### config.mk
export PLATFORM = sky130hd
export DESIGN_NAME = vfd_scan
export DESIGN_NICKNAME = d
export VERILOG_FILES = /design/src/rtl/vfd_scan_pkg.sv /design/src/rtl/vfd_subtick_timer.sv /design/src/rtl/vfd_slot_seq.sv /design/src/rtl/vfd_drive_out.sv /design/src/rtl/vfd_scan.sv
export SDC_FILE = /design/constraint.sdc
export NUM_CORES = 1
export LEC_CHECK = 0
export BUFFER_PORTS_ARGS = -buffer_cell sky130_fd_sc_hd__buf_2
export CAP_MARGIN = 20
export CORE_MARGIN = 3
export CORE_UTILIZATION = 35
export DETAILED_ROUTE_END_ITERATION = 8
export PLACE_DENSITY = 0.67
export SLEW_MARGIN = 20
export SYNTH_ARGS = -nofsm -noshare
export SYNTH_HDL_FRONTEND = slang
export SYNTH_HIERARCHICAL = 1
export SYNTH_SLANG_ARGS = --single-unit
### constraint.sdc
create_clock -name clk -period 3.71 [get_ports clk]
set_clock_uncertainty 0.2 [all_clocks]
set_input_delay 0 -clock clk [delete_from_list [all_inputs] [get_ports clk]]
set_output_delay 0 -clock clk [all_outputs]
set_load 0.03 [all_outputs]
### src/rtl/vfd_scan_pkg.sv
package vfd_scan_pkg;

  localparam int MODE_W  = 3;
  localparam int DIM_W   = 3;
  localparam int MAX_DIG = 11;
  localparam int SEG_MAX = 16;
  localparam int SUB_W   = 4;
  localparam int DIG_W   = $clog2(MAX_DIG);
  localparam int CNT_W   = 5;

  // digit count for a mode code: 4..11
  function automatic logic [CNT_W-1:0] digits_of(input logic [MODE_W-1:0] m);
    return CNT_W'(m) + CNT_W'(4);
  endfunction

  // segment count for a mode code: 16 for low modes, then one fewer per digit
  function automatic logic [CNT_W-1:0] segs_of(input logic [MODE_W-1:0] m);
    if (m < MODE_W'(3)) return CNT_W'(16);
    return CNT_W'(18) - CNT_W'(m);
  endfunction

  // active sub-ticks for a dim code (non-linear table)
  function automatic logic [CNT_W-1:0] width_of(input logic [DIM_W-1:0] d);
    case (d)
      3'd0:    return CNT_W'(1);
      3'd1:    return CNT_W'(2);
      3'd2:    return CNT_W'(4);
      default: return CNT_W'(d) + CNT_W'(7);
    endcase
  endfunction

endpackage

### src/rtl/vfd_subtick_timer.sv
module vfd_subtick_timer #(
  parameter int SUB_W = 4
) (
  input  logic             clk,
  input  logic             rst_n,
  input  logic             tick_i,
  output logic [SUB_W-1:0] sub_o,
  output logic             bnd_o
);
  localparam logic [SUB_W-1:0] SUB_LAST = '1;

  logic [SUB_W-1:0] sub_q;

  assign bnd_o = tick_i && (sub_q == SUB_LAST);
  assign sub_o = sub_q;

  always_ff @(posedge clk) begin
    if (!rst_n)      sub_q <= '0;
    else if (tick_i) sub_q <= sub_q + SUB_W'(1);
  end

  // a boundary tick returns the sub-tick count to zero
  p_sub_wrap_r2: assert property (@(posedge clk) disable iff (!rst_n)
    bnd_o |=> (sub_q == '0));

  // without a tick the sub-tick count holds
  p_sub_hold_r2: assert property (@(posedge clk) disable iff (!rst_n)
    !tick_i |=> $stable(sub_q));

endmodule

### src/rtl/vfd_slot_seq.sv
module vfd_slot_seq
  import vfd_scan_pkg::*;
#(
  parameter int SEG_W = 16
) (
  input  logic              clk,
  input  logic              rst_n,
  input  logic              bnd_i,
  input  logic [MODE_W-1:0] mode_i,
  input  logic [DIM_W-1:0]  dim_i,
  input  logic              on_i,
  input  logic [SEG_W-1:0]  rd_data_i,
  output logic [DIG_W-1:0]  rd_idx_o,
  output logic [DIG_W-1:0]  dig_o,
  output logic              key_o,
  output logic              eof_o,
  output logic [MODE_W-1:0] mode_o,
  output logic [DIM_W-1:0]  dim_o,
  output logic              on_o,
  output logic [SEG_W-1:0]  word_o
);
  localparam logic [MODE_W-1:0] MODE_RST = '1;

  logic [DIG_W-1:0]  dig_q, nxt_dig;
  logic              key_q, nxt_key, eof_q, on_q;
  logic [MODE_W-1:0] mode_q;
  logic [DIM_W-1:0]  dim_q;
  logic [SEG_W-1:0]  word_q;
  logic [CNT_W-1:0]  n_new, d_inc;

  assign n_new = digits_of(mode_i);
  assign d_inc = CNT_W'(dig_q) + CNT_W'(1);

  // next period, using the mode that will be latched at this boundary
  always_comb begin
    nxt_dig = dig_q;
    nxt_key = 1'b0;
    if (key_q)                nxt_dig = '0;
    else if (d_inc >= n_new)  nxt_key = 1'b1;
    else                      nxt_dig = d_inc[DIG_W-1:0];
  end

  assign rd_idx_o = nxt_dig;

  always_ff @(posedge clk) begin
    if (!rst_n) begin
      dig_q  <= '0;
      key_q  <= 1'b0;
      eof_q  <= 1'b0;
      mode_q <= MODE_RST;
      dim_q  <= '0;
      on_q   <= 1'b0;
      word_q <= '0;
    end else begin
      eof_q <= bnd_i && key_q;
      if (bnd_i) begin
        dig_q  <= nxt_dig;
        key_q  <= nxt_key;
        mode_q <= mode_i;
        dim_q  <= dim_i;
        on_q   <= on_i;
        if (!nxt_key) word_q <= rd_data_i;
      end
    end
  end

  assign dig_o  = dig_q;
  assign key_o  = key_q;
  assign eof_o  = eof_q;
  assign mode_o = mode_q;
  assign dim_o  = dim_q;
  assign on_o   = on_q;
  assign word_o = word_q;

  // the frame-end strobe never lasts two cycles
  p_eof_pulse_r8: assert property (@(posedge clk) disable iff (!rst_n)
    eof_q |=> !eof_q);

  // latched configuration moves only at a boundary
  p_cfg_hold_r9: assert property (@(posedge clk) disable iff (!rst_n)
    !bnd_i |=> ($stable(mode_q) && $stable(dim_q) && $stable(on_q)));

  // a digit period always lies inside the latched digit count
  p_dig_range_r3: assert property (@(posedge clk) disable iff (!rst_n)
    !key_q |-> (CNT_W'(dig_q) < digits_of(mode_q)));

  // the key period is always followed by digit 0
  p_key_then_zero_r7: assert property (@(posedge clk) disable iff (!rst_n)
    (key_q && bnd_i) |=> (!key_q && dig_q == '0));

endmodule

### src/rtl/vfd_drive_out.sv
module vfd_drive_out
  import vfd_scan_pkg::*;
#(
  parameter int SEG_W = 16,
  parameter int GRID_N = 11
) (
  input  logic              clk,
  input  logic              rst_n,
  input  logic [SUB_W-1:0]  sub_i,
  input  logic [DIG_W-1:0]  dig_i,
  input  logic              key_i,
  input  logic              on_i,
  input  logic [MODE_W-1:0] mode_i,
  input  logic [DIM_W-1:0]  dim_i,
  input  logic [SEG_W-1:0]  word_i,
  output logic [GRID_N-1:0] grid_o,
  output logic [SEG_W-1:0]  seg_o
);
  localparam int SHARED = 5;

  logic             win;
  logic [SEG_W-1:0] mask;
  logic [CNT_W-1:0] segs;

  assign win  = on_i && !key_i && (CNT_W'(sub_i) < width_of(dim_i));
  assign segs = segs_of(mode_i);

  for (genvar g = 0; g < GRID_N; g++) begin : g_grid
    assign grid_o[g] = win && (dig_i == DIG_W'(g));
  end

  for (genvar s = 0; s < SEG_W; s++) begin : g_mask
    assign mask[s] = (CNT_W'(s) < segs);
  end

  assign seg_o = win ? (word_i & mask) : '0;

  // at most one grid
  p_grid_onehot_r11: assert property (@(posedge clk) disable iff (!rst_n)
    $onehot0(grid_o));

  // a shared pin is either a segment or a grid, never both
  for (genvar j = 0; j < SHARED; j++) begin : g_shared
    p_shared_pins_r10: assert property (@(posedge clk) disable iff (!rst_n)
      !(seg_o[SEG_W-SHARED+j] && grid_o[GRID_N-1-j]));
  end

  // key period is blank
  p_blank_key_r7: assert property (@(posedge clk) disable iff (!rst_n)
    key_i |-> (grid_o == '0 && seg_o == '0));

  // display off is blank
  p_blank_off_r6: assert property (@(posedge clk) disable iff (!rst_n)
    !on_i |-> (grid_o == '0 && seg_o == '0));

endmodule

### src/rtl/vfd_scan.sv
module vfd_scan
  import vfd_scan_pkg::*;
(
  input  logic         clk,
  input  logic         rst_n,
  input  logic         tick_i,
  input  logic [2:0]   mode_i,
  input  logic [2:0]   dim_i,
  input  logic         disp_on_i,
  output logic [3:0]   rd_idx_o,
  input  logic [15:0]  rd_data_i,
  output logic [10:0]  grid_o,
  output logic [15:0]  seg_o,
  output logic         key_slot_o,
  output logic         frame_end_o
);
  logic [SUB_W-1:0]   sub;
  logic               bnd;
  logic [DIG_W-1:0]   dig;
  logic               key, on_l;
  logic [MODE_W-1:0]  mode_l;
  logic [DIM_W-1:0]   dim_l;
  logic [SEG_MAX-1:0] word;

  vfd_subtick_timer #(.SUB_W(SUB_W)) u_timer (
    .clk(clk), .rst_n(rst_n), .tick_i(tick_i), .sub_o(sub), .bnd_o(bnd)
  );

  vfd_slot_seq #(.SEG_W(SEG_MAX)) u_seq (
    .clk(clk), .rst_n(rst_n), .bnd_i(bnd),
    .mode_i(mode_i), .dim_i(dim_i), .on_i(disp_on_i),
    .rd_data_i(rd_data_i), .rd_idx_o(rd_idx_o),
    .dig_o(dig), .key_o(key), .eof_o(frame_end_o),
    .mode_o(mode_l), .dim_o(dim_l), .on_o(on_l), .word_o(word)
  );

  vfd_drive_out #(.SEG_W(SEG_MAX), .GRID_N(MAX_DIG)) u_drive (
    .clk(clk), .rst_n(rst_n), .sub_i(sub), .dig_i(dig), .key_i(key),
    .on_i(on_l), .mode_i(mode_l), .dim_i(dim_l), .word_i(word),
    .grid_o(grid_o), .seg_o(seg_o)
  );

  assign key_slot_o = key;

endmodule

## Yosys cells after proc, flatten, opt, wreduce, memory -nomap -nowiden

Cells that the tools add are included.

- Register bits: 33
- Input bits: 26
- Output and inout port bits: 33
- Logic and storage cells: 75

- Add/subtract/negate cells: 5
- $lt $le $gt $ge: 19
- Equal/unequal tests: 13
- Muxes and demuxes: 9
- Bitwise gates (word level): 2
- Reductions and logical operators: 19

Operator list:

| kind | count |
|---|---|
| $lt 4x5->1 const A | 8 |
| $lt 3x5->1 const A | 4 |
| $and 16x16->16 | 1 |
| $eq 4x3->1 const B | 4 |
| $eq 4x4->1 const B | 4 |
| $mux 16 | 1 |
| $logic_and 1x1->1 | 15 |
| $pmux 5 s3 | 1 |
| $lt 1x5->1 const A | 2 |
| $lt 2x5->1 const A | 2 |
| $mux 5 | 2 |
| $add 3x3->4 const B | 2 |
| $eq 4x2->1 const B | 2 |
| $mux 4 | 2 |
| $add 4x1->5 const B | 1 |
| $ge 5x5->1 | 1 |
| $lt 4x5->1 | 1 |
| $sub 5x3->5 const A | 1 |
| $add 4x1->4 const B | 1 |
| $eq 4x1->1 const B | 1 |
| $logic_not 4->1 | 1 |
| $eq 3x1->1 const B | 1 |
| $eq 3x2->1 const B | 1 |
| $logic_not 3->1 | 1 |
| 5 further kinds | 7 |

## Depth between registers and ports, before layout

- Depth in word-level cells: 6
- Depth in mapped cells: 10
- Mapped depth without buffers: 9

## By module

Netlist, hierarchy kept.

Modules (own cells, without submodules):

| module | times used | cells an instance | area an instance (sq um) | seq. area each (sq um) |
|---|---|---|---|---|
| vfd_slot_seq | 1 | 157 | 1,433.9 | 580.6 |
| vfd_drive_out | 1 | 79 | 641.9 | 0.0 |
| vfd_subtick_timer | 1 | 18 | 187.7 | 80.1 |

## Worst setup path before layout

No wires, ideal clock.

- Path kind: register to output
- From: reg u_seq.dim_q[0] (netlist: u_seq/dim_o[0])
- To: out seg_o[9]
- Data arrival time: 2.855 ns
- Required time: 3.510 ns
- Setup slack: 0.655 ns
- Cell stages (with the launch flop): 9
- Buffers on the path: 0
- Path through: dfxtp_1 -> inv_1 -> ha_1 -> a2111oi_0 -> nor2_1 -> ha_1 -> inv_1 -> o211ai_2 -> a2111oi_1

- Longest elaborated chain between the ends: 5
- Elaborated cells between the ends (all ways): 8
- Classes of those cells: 1 x add/sub; 1 x order compare; 2 x eq/ne; 2 x mux; 2 x reduce/logical

RTL lines:

| what | line | source |
|---|---|---|
| start: declaration | vfd_slot_seq.sv:27 | `logic [DIM_W-1:0] dim_q;` |
| start signal: assignment | vfd_slot_seq.sv:60 | `dim_q <= dim_i;` |
| $add 3x3->4, or another cell as far along | vfd_scan_pkg.sv:28 | `default: return CNT_W'(d) + CNT_W'(7);` |
| $pmux 5 s3 (*) | vfd_scan_pkg.sv:24 | `case (d)` |
| $lt 4x5->1 (*) | vfd_drive_out.sv:25 | `assign win = on_i && !key_i && (CNT_W'(sub_i) < width_of(dim_i));` |
| $logic_and 1x1->1 (*) | vfd_drive_out.sv:25 |  |
| $mux 16 (*) | vfd_drive_out.sv:36 | `assign seg_o = win ? (word_i & mask) : '0;` |
| end: declaration | vfd_scan.sv:13 | `output logic [15:0] seg_o,` |

Mark *: on every way between the ends. The rest lies on a longest branch, timed or not.

## Worst setup path after layout

- From: reg u_seq.dim_q[0] (netlist: u_seq/dim_o[0])
- To: out seg_o[13]

Same word-level chain as after synthesis.

==> reports/metrics.csv <==
stage,metric,value,unit
yosys,Cells after Synth,254,
finish,"most common cell after layout, fill and taps aside",buf_2,
sta,Final Slew Violations,0,
sta,fin crit share,91.1,%
sta,RSZ-0062 raised after global routing,no,
power_and_ir_drop,Max VDD drop,183,uV
detailed_routing,via count,2050,
sta,worst relative slew slack,43.0,%
yosys,Yosys reg bits,33,
clock_tree,CTS buffer count,5,
floorplanning,die area,7470,um2
detailed_routing,DRC viols,0,
sta,Total Neg Setup Slack,0,ns
yosys,"Primary FF master, synth",dfxtp_1,
yosys,"Seq/Total Area, Yosys",29.2,%
clock_tree,CTS tree,built,
yosys,YS warnings,6,
detailed_routing,post-route ant nets,0,
finish,layout cells sized above 1,28.6,%
critical_path,crit path DAT,3.18,ns
power_and_ir_drop,Leak,1.23,nW
critical_path,Worst Path Required,3.51,ns
finish,most frequent cells in the layout,"58 x buf_2, 40 x nand2_1, 33 x dfxtp_1",
placement,Detail Placement HPWL,3710,um
grt,GRT Overall Usage,15.2,%
clock_tree,Bufs on Longest Clock Path,2,
floorplanning,Die W,86.4,um
clock_tree,"Gates resized, CTS repair",0,
grt,initial antenna violation count,0,
finish,Ant. Diodes,0,
clock_tree,setup repair bufs after CTS,0,
yosys,Async SR Flop Fraction,0,%
yosys,number of enable flip-flop cells after synthesis,0,
clock_tree,Root Buffer,clkbuf_8,
yosys,Yosys cell types,51,
sta,fmax,0.296,GHz
detailed_routing,WL per Instance,13.3,um
clock_tree,# H-tree levels,2,
grt,grt ovf,0,
power_and_ir_drop,PwrDens,270,nW/um2
detailed_routing,routed vias/inst,5.04,
finish,Total Nets Final,371,
job,max-cap viol count,0,
yosys,Post-Syn Area per Cell,8.91,um2
yosys,syn_nets,294,
floorplanning,num ports,59,
detailed_routing,TritonRoute pass-1 iters,4,
status,status,completed,
sta,endpoints failing setup,0,
critical_path,CP Class,flip-flop to output pin,
sta,Final min period,3.38,ns
grt,wire length of the first global-routing pass,9060,um
floorplanning,floorplan die height,86.4,um
sta,worst slew pin tran,0.856,ns
grt,largest net degree at the start of global routing,53,
placement,number of port buffers,58,
clock_tree,Skew-Pair Late Insertion Delay,0.29,ns
floorplanning,core area,6100,um2
sta,final hold violations,0,
detailed_routing,First DRT Iteration DRCs,82,
min_path,Hold WC Path Type,input port to flip-flop,
placement,Place WS,0.645,ns
clock_tree,clock sink total,33,
critical_path,Crit Path Max Fanout,19,
clock_tree,clock transition time at the flip-flop clock pins of the worst setup and hold paths,0.07,ns
power_and_ir_drop,Final Power,0.000790,W
yosys,Post-Synthesis Cell Area,2260,um2
placement,Placer Congestion,0.758,
floorplanning,row count,28,
grt,vias in the first global route,1931,
finish,"Area growth, synth to finish",29.5,%
sta,post-route setup slack,0.330,ns
critical_path,Worst setup EP type,output pin,
critical_path,CP startpoint kind,flip-flop,
floorplanning,Starting Density,37.1,%
detailed_routing,final WL,5400,um
-- sequential cells by signal (all words and copies together), names as in the netlist --
name           cells
u_seq/word_o      16
u_seq/on_o         1
u_seq/dim_o        3
u_timer/sub_o      4
u_seq/eof_o        1
u_seq/dig_o        4
u_seq/mode_o       3
u_seq/key_o        1
-- metal layers --
metal	up-vias	global-route usage (%)	wire (um)
met4	0	5.67	98
li1	1054	-	-
met1	929	19.8	2590
met5	-	0	0
met2	58	23.8	2380
met3	9	4.18	325
-- logic make-up after synthesis --
logic type      after synthesis  synth area share [%]
fa+ha+maj                    14                  7.74
xor+xnor                      5                  1.94
simple gates                116                  30.7
compound gates               30                  11.8
flops                        33                  29.2
mux                          27                  11.9
buf+inv                      29                  6.74
-- cell usage after synthesis (5+ instances only) --
cell type,n,area (um2)
mux2i_1,27,270
nand2b_1,6,37.5
ha_1,14,175
nor3b_2,7,87.6
nor4_1,10,62.6
nor2_1,12,45.0
dfxtp_1,33,661
nor2b_1,9,56.3
inv_1,13,48.8
nand2_1,40,150
a21oi_1,5,25.0
clkbuf_1,9,33.8
-- stage by stage --
step,hold slack [ns],util [%],std cells,instance area [um2]
2_1_floorplan,-0.0713,-,254,2260
3_3_place_gp,0.0503,42.2,375,2570
3_5_place_dp,0.0550,42.2,375,2570
4_1_cts,0.0686,48.1,407,2930
5_1_grt,0.127,48.1,407,2930
6_report,0.0658,48.1,407,2930
-- what timing repair did --
item                                    4_1_cts  5_1_grt
hold buffers                                 24        0
hold endpoints to repair                     27        0
endpoints found under the setup margin        0        0
-- final cells by class --
cell class / count / area [um2]
Fill cell: 604 / 3170
Multi-Input combinational cell: 192 / 1450
Sequential cell: 33 / 661
Timing Repair Buffer: 86 / 561
Tap cell: 75 / 93.8
Clock buffer: 7 / 86.3
Inverter: 13 / 48.8
Clock inverter: 1 / 30.0
-- worst max-delay path: stages, from the launching register on --
cell,delay [ns]
dfxtp_1,0.43
inv_1,0.12
ha_1,0.26
a2111oi_0,0.39
nor2_1,0.08
ha_1,0.30
nand3_1,0.11
a211oi_4,0.66
buf_4,0.28
nor3_2,0.06
buf_2,0.19
-- worst paths after layout --
check	endpoint	slack, ns	startpoint	depth (start not counted)
min reg2reg	u_seq/word_o[15]	0.26	u_seq/word_o[15]	2
max reg2reg	u_seq/word_o[0]	0.91	u_seq/dig_o[0]	8
min	u_seq/mode_o[1]	0.07	rst_n	2
max	seg_o[13]	0.33	u_seq/dim_o[0]	10
-- power by group --
part           internal [W]  leakage (nW)  switching [W]   total, W
combinational     0.0000413         0.910      0.0000364  0.0000778
sequential         0.000356         0.266     0.00000365   0.000360
clock              0.000219        0.0585       0.000133   0.000352
total              0.000617          1.23       0.000173   0.000790
Power figures use the tool's default switching activity.
